**config.mk**
```make
export PLATFORM = sky130hd
export DESIGN_NAME = rp_pme_err_regs
export DESIGN_NICKNAME = d
export VERILOG_FILES = /design/src/rtl/rpe_pkg.sv /design/src/rtl/rpe_ctl_reg.sv /design/src/rtl/rpe_pme_track.sv /design/src/rtl/rpe_serr_gen.sv /design/src/rtl/rp_pme_err_regs.sv
export SDC_FILE = /design/constraint.sdc
export NUM_CORES = 1
export LEC_CHECK = 0
export BUFFER_PORTS_ARGS = -buffer_cell sky130_fd_sc_hd__buf_2
export CORE_UTILIZATION = 41
export CTS_BUF_LIST = sky130_fd_sc_hd__clkbuf_8
export CTS_CLUSTER_SIZE = 12
export DETAILED_ROUTE_END_ITERATION = 10
export PLACE_DENSITY = 0.84
export SYNTH_ARGS = -nofsm -noshare
export SYNTH_HDL_FRONTEND = slang
export SYNTH_SLANG_ARGS = --single-unit
```
**constraint.sdc**
```tcl
create_clock -name clk -period 1.5 [get_ports clk]
set_input_delay 0.15 -clock clk [delete_from_list [all_inputs] [get_ports clk]]
set_output_delay 0.15 -clock clk [all_outputs]
set_load 0.005 [all_outputs]
```
**src/rtl/rpe_pkg.sv**
```systemverilog
package rpe_pkg;
    localparam int unsigned CFG_W       = 32;
    localparam logic [11:0] RCTL_OFF    = 12'h05C;
    localparam logic [11:0] RSTS_OFF    = 12'h060;
    localparam int unsigned ERR_CLASSES = 3;
    localparam int unsigned CLS_COR     = 0;
    localparam int unsigned CLS_NF      = 1;
    localparam int unsigned CLS_FAT     = 2;

    // packed order gives the register bit layout: bit 3 down to bit 0
    typedef struct packed {
        logic pme_ie;
        logic se_fat;
        logic se_nf;
        logic se_cor;
    } rctl_t;
endpackage

```
**src/rtl/rpe_ctl_reg.sv**
```systemverilog
module rpe_ctl_reg
    import rpe_pkg::*;
(
    input  logic       clk,
    input  logic       rst_n,
    input  logic       wr_hit,
    input  logic       byte0_en,
    input  logic [3:0] wr_bits,
    output rctl_t      ctl_q
);
    rctl_t ctl_d;
    rctl_t ctl_r;

    always_comb begin
        ctl_d = ctl_r;
        if (wr_hit && byte0_en) begin
            ctl_d = rctl_t'(wr_bits);
        end
    end

    always_ff @(posedge clk or negedge rst_n) begin
        if (!rst_n) begin
            ctl_r <= '0;
        end else begin
            ctl_r <= ctl_d;
        end
    end

    assign ctl_q = ctl_r;
endmodule

```
**src/rtl/rpe_pme_track.sv**
```systemverilog
module rpe_pme_track #(
    parameter int unsigned RID_W = 16
) (
    input  logic             clk,
    input  logic             rst_n,
    input  logic             pme_vld,
    input  logic [RID_W-1:0] pme_id,
    input  logic             clr_req,
    output logic             st_o,
    output logic             pd_o,
    output logic [RID_W-1:0] rid_o
);
    typedef struct packed {
        logic             st;
        logic             pd;
        logic [RID_W-1:0] rid;
        logic [RID_W-1:0] held;
    } trk_t;

    trk_t trk_q;
    trk_t trk_d;

    always_comb begin
        trk_d = trk_q;
        if (clr_req && trk_q.st) begin
            if (pme_vld) begin
                // arriving message takes ownership of status
                trk_d.rid = pme_id;
            end else if (trk_q.pd) begin
                trk_d.rid = trk_q.held;
                trk_d.pd  = 1'b0;
            end else begin
                trk_d.st = 1'b0;
            end
        end else if (pme_vld) begin
            if (!trk_q.st) begin
                trk_d.st  = 1'b1;
                trk_d.rid = pme_id;
            end else if (!trk_q.pd) begin
                trk_d.pd   = 1'b1;
                trk_d.held = pme_id;
            end
        end
    end

    always_ff @(posedge clk or negedge rst_n) begin
        if (!rst_n) begin
            trk_q <= '0;
        end else begin
            trk_q <= trk_d;
        end
    end

    assign st_o  = trk_q.st;
    assign pd_o  = trk_q.pd;
    assign rid_o = trk_q.rid;
endmodule

```
**src/rtl/rpe_serr_gen.sv**
```systemverilog
module rpe_serr_gen
    import rpe_pkg::*;
#(
    parameter int unsigned N_SRC = 4
) (
    input  logic             clk,
    input  logic             rst_n,
    input  logic [N_SRC-1:0] err_fat,
    input  logic [N_SRC-1:0] err_nf,
    input  logic [N_SRC-1:0] err_cor,
    input  rctl_t            ctl,
    input  logic             cmd_serr_en,
    output logic             serr_o
);
    typedef struct packed {
        logic serr;
    } sg_t;

    logic [ERR_CLASSES-1:0][N_SRC-1:0] rpt;
    logic [ERR_CLASSES-1:0]            cls_en;
    logic [ERR_CLASSES-1:0]            cls_fire;
    sg_t                               sg_q;
    sg_t                               sg_d;

    assign rpt[CLS_COR]    = err_cor;
    assign rpt[CLS_NF]     = err_nf;
    assign rpt[CLS_FAT]    = err_fat;
    assign cls_en[CLS_COR] = ctl.se_cor;
    assign cls_en[CLS_NF]  = ctl.se_nf;
    assign cls_en[CLS_FAT] = ctl.se_fat;

    for (genvar c = 0; c < ERR_CLASSES; c++) begin : g_cls
        assign cls_fire[c] = cls_en[c] & (|rpt[c]);
    end

    always_comb begin
        sg_d      = sg_q;
        sg_d.serr = cmd_serr_en & (|cls_fire);
    end

    always_ff @(posedge clk or negedge rst_n) begin
        if (!rst_n) begin
            sg_q <= '0;
        end else begin
            sg_q <= sg_d;
        end
    end

    assign serr_o = sg_q.serr;
endmodule

```
**src/rtl/rp_pme_err_regs.sv**
```systemverilog
module rp_pme_err_regs
    import rpe_pkg::*;
#(
    parameter int unsigned ADDR_W = 12,
    parameter int unsigned RID_W  = 16,
    parameter int unsigned N_SRC  = 4
) (
    input  logic              clk,
    input  logic              rst_n,
    input  logic              cfg_wr,
    input  logic [ADDR_W-1:0] cfg_addr,
    input  logic [3:0]        cfg_be,
    input  logic [CFG_W-1:0]  cfg_wdata,
    output logic [CFG_W-1:0]  cfg_rdata,
    input  logic              pme_vld,
    input  logic [RID_W-1:0]  pme_rid,
    input  logic [N_SRC-1:0]  err_fatal,
    input  logic [N_SRC-1:0]  err_nonfatal,
    input  logic [N_SRC-1:0]  err_corr,
    input  logic              cmd_serr_en,
    output logic              pme_irq,
    output logic              serr_pulse
);
    localparam int unsigned ST_BIT  = RID_W;
    localparam int unsigned PD_BIT  = RID_W + 1;
    localparam int unsigned ST_BYTE = ST_BIT / 8;
    localparam logic [ADDR_W-1:0] A_CTL = ADDR_W'(RCTL_OFF);
    localparam logic [ADDR_W-1:0] A_STS = ADDR_W'(RSTS_OFF);

    logic             hit_ctl;
    logic             hit_sts;
    logic             clr_req;
    rctl_t            ctl_q;
    logic             pme_status;
    logic             pme_pending;
    logic [RID_W-1:0] pme_rid_q;
    logic             unused_cfg;

    assign hit_ctl = (cfg_addr[ADDR_W-1:2] == A_CTL[ADDR_W-1:2]);
    assign hit_sts = (cfg_addr[ADDR_W-1:2] == A_STS[ADDR_W-1:2]);
    assign clr_req = cfg_wr & hit_sts & cfg_be[ST_BYTE] & cfg_wdata[ST_BIT];
    assign unused_cfg = ^{cfg_addr[1:0], cfg_be, cfg_wdata};

    rpe_ctl_reg u_ctl (
        .clk      (clk),
        .rst_n    (rst_n),
        .wr_hit   (cfg_wr & hit_ctl),
        .byte0_en (cfg_be[0]),
        .wr_bits  (cfg_wdata[3:0]),
        .ctl_q    (ctl_q)
    );

    rpe_pme_track #(.RID_W(RID_W)) u_trk (
        .clk     (clk),
        .rst_n   (rst_n),
        .pme_vld (pme_vld),
        .pme_id  (pme_rid),
        .clr_req (clr_req),
        .st_o    (pme_status),
        .pd_o    (pme_pending),
        .rid_o   (pme_rid_q)
    );

    rpe_serr_gen #(.N_SRC(N_SRC)) u_serr (
        .clk         (clk),
        .rst_n       (rst_n),
        .err_fat     (err_fatal),
        .err_nf      (err_nonfatal),
        .err_cor     (err_corr),
        .ctl         (ctl_q),
        .cmd_serr_en (cmd_serr_en),
        .serr_o      (serr_pulse)
    );

    always_comb begin
        cfg_rdata = '0;
        if (hit_ctl) begin
            cfg_rdata[3:0] = ctl_q;
        end else if (hit_sts) begin
            cfg_rdata[RID_W-1:0] = pme_rid_q;
            cfg_rdata[ST_BIT]    = pme_status;
            cfg_rdata[PD_BIT]    = pme_pending;
        end
    end

    assign pme_irq = pme_status & ctl_q.pme_ie;
endmodule

```
==> run metrics <==
status finished, violations left; violated checks setup timing; Peak VDD IR 0.000425 V; # clock sinks 39; Crit path required time 1.68 ns; detailed-route via count 1473; Rows 25; H-tree Lvls 2; Post-Syn Instances 156; fill count 360; Initial Utilization 43.1%; hold_ws 0.0648 ns; Finished Layout Cells 308; Storage cell area 976 um^2; Post-Place Cells 296; total CTS buffers 5; Layout Area Growth over Synthesis 39.0%; initial antenna violation count 0; die area 0.00532 mm^2; Leak Pwr 1.43 nW; Max Clock Freq 538 MHz; DRT antenna net count 0; Yosys top cell area share 47.3%; WL final 4660 um; Die Width 73.0 um; Place WS -0.672 ns; Clock Skew 0.00763 ns; clock buffer depth 2; # setup viols final 53; CP Launch Type input port; slack of the critical path -0.359 ns; Final nets 321; post-synthesis sequential area ratio 47.3%; number of synthesized flops with an enable pin 0; unrepaired setup endpoints after global routing true; CTS tree built; first-pass GRT wire length 7240 um; I/O Buffers 69; period utilisation layout 124%; Synth top cells by count mux2_2, dfrtp_1, and2_1, buf_4, mux2_4; max cap viols 0; CP endpoint kind flip-flop; Slew Viols, Final 0; crit path max fanout 16; DP HPWL 3220 um; GR Util All Layers 18.3%; GPL Wtd Cong 0.735; Synth area leaders dfrtp_1, mux2_2, mux2_4; arrival time worst endpoint 2.04 ns; HP Class in2reg; most common cell in the synthesized netlist mux2_2; Synth Register Bits 39; synthesized area 0.00206 mm^2; core area 0.00479 mm^2; Power Density 911 mW/mm^2; pin count of the biggest net entering global routing 40; Routed WL per cell 15.1 um; layout cells sized above 1 68.0%; grt total ovfl 0; I/O pins 115; asr flop ratio synth 100%; footprint of the multi-input gates 0.00108 mm^2; top_reg_cell synth dfrtp_1; root buffer cell clkbuf_8; Final Hold Vio Count 0; Die H 73.0 um; drt pass-1 iters 4; unique cell type count in the Yosys netlist 26; Final min period 1.86 ns; Worst-path clk slew 0.08 ns; ant diodes 0; vias in the first global route 1490; clk_lat worst skew 0.30 ns; DR vias/cell 4.78; Avg Cell Area, Syn 13.2 um^2; CP Class in2reg; Yosys top cell by area dfrtp_1; initial DRC count 55; DRC 0; YS warnings 0
==> path summary, 6_finish.rpt <==
path,from,end,slack (ns),cells past startpoint
max in group asynchronous,rst_n,u_ctl.ctl_q[2],0.71,3
worst min register to register,u_trk.trk_q[5],u_trk.trk_q[5],0.51,1
worst max-delay path,cfg_addr[3],u_trk.rid_o[7],-0.36,6
min in group asynchronous,rst_n,u_trk.trk_q[1],0.45,3
worst max register to register,u_trk.st_o,u_trk.rid_o[12],0.08,5
worst min-delay path,cmd_serr_en,u_serr.serr_o,0.06,3
==> layout by cell type (no fill, tap or decap), types with 2 or more instances in the layout <==
cell	n
o21ai_0	3
a22o_1	4
and2_1	3
inv_1	2
mux2_4	21
bufinv_16	2
and2_4	12
mux2_2	31
conb_1	14
nand2b_1	2
buf_6	17
buf_4	9
nor3_4	2
or4_4	2
clkbuf_8	5
o41ai_1	3
buf_2	56
dfrtp_1	39
buf_12	2
==> layer usage <==
| metal | track usage [%] | vias to the layer above | wire length [um] |
|---|---|---|---|
| met5 | 0 | - | 0 |
| met4 | 8.28 | 0 | 104 |
| met3 | 3.59 | 10 | 188 |
| met2 | 29.0 | 41 | 2410 |
| met1 | 24.3 | 724 | 1960 |
| li1 | - | 698 | - |
==> kinds of logic (layout without fill, tap and decap cells) <==
logic type	Yosys count	count (layout)	share of synthesized area (%)
flip-flops	39	39	47.3
buffers and inverters	23	95	8.06
other	1	14	0.182
AND/OR/NAND/NOR	28	28	9.27
AO/OA/AOI/OAI	13	13	5.03
multiplexers	52	52	30.2
==> what timing repair did <==
item,in CTS,in global routing
endpoints found under the hold margin,39,0
resized for setup,17,28
pin swaps,12,4
buffers inserted,2,2
hold buffers,1,0
gates cloned,1,0
endpoints found under the setup margin,54,54
==> worst max-delay path, cell delays in order <==
cell	delay [ns]
buf_6	0.09
or4b_4	0.53
or4_4	0.56
a21oi_4	0.16
buf_12	0.18
mux2_2	0.35
==> report_power, final <==
part           internal [W]  switching [W]  total [W]  leakage, nW
Combinational      0.000225       0.000121   0.000345        0.871
Sequential          0.00116      0.0000664    0.00123        0.498
Clock              0.000663       0.000378    0.00104       0.0644
==> per-stage QoR <==
| stage | TNS [ns] | power (W) | util, % | instance area, um^2 |
|---|---|---|---|---|
| floorplan | -20.53 | 0.00144 | - | 2140 |
| global placement | -25.86 | 0.00154 | 52.7 | 2520 |
| detailed placement | -26.32 | 0.00156 | 52.7 | 2520 |
| CTS | -14.71 | 0.00262 | 57.7 | 2760 |
| global route | -16.36 | 0.00272 | 59.9 | 2870 |
| finish | -14.66 | 0.00261 | 59.9 | 2870 |
==> state kept, by name, summed over array words and instances (netlist names) <==
register and count:
u_trk.rid_o 16, u_trk.st_o 1, u_trk.pd_o 1, u_trk.trk_q 16
u_serr.serr_o 1, u_ctl.ctl_q 4
==> layout make-up <==
class | instances | area share [%]
Clock buffer | 5 | 2.40
Clock inverter | 3 | 2.35
Inverter | 2 | 0.262
Multi-Input combinational cell | 107 | 37.5
Sequential cell | 39 | 34.0
Tap cell | 67 | 2.92
Timing Repair Buffer | 85 | 20.5
(Power assumes the default switching activity.)
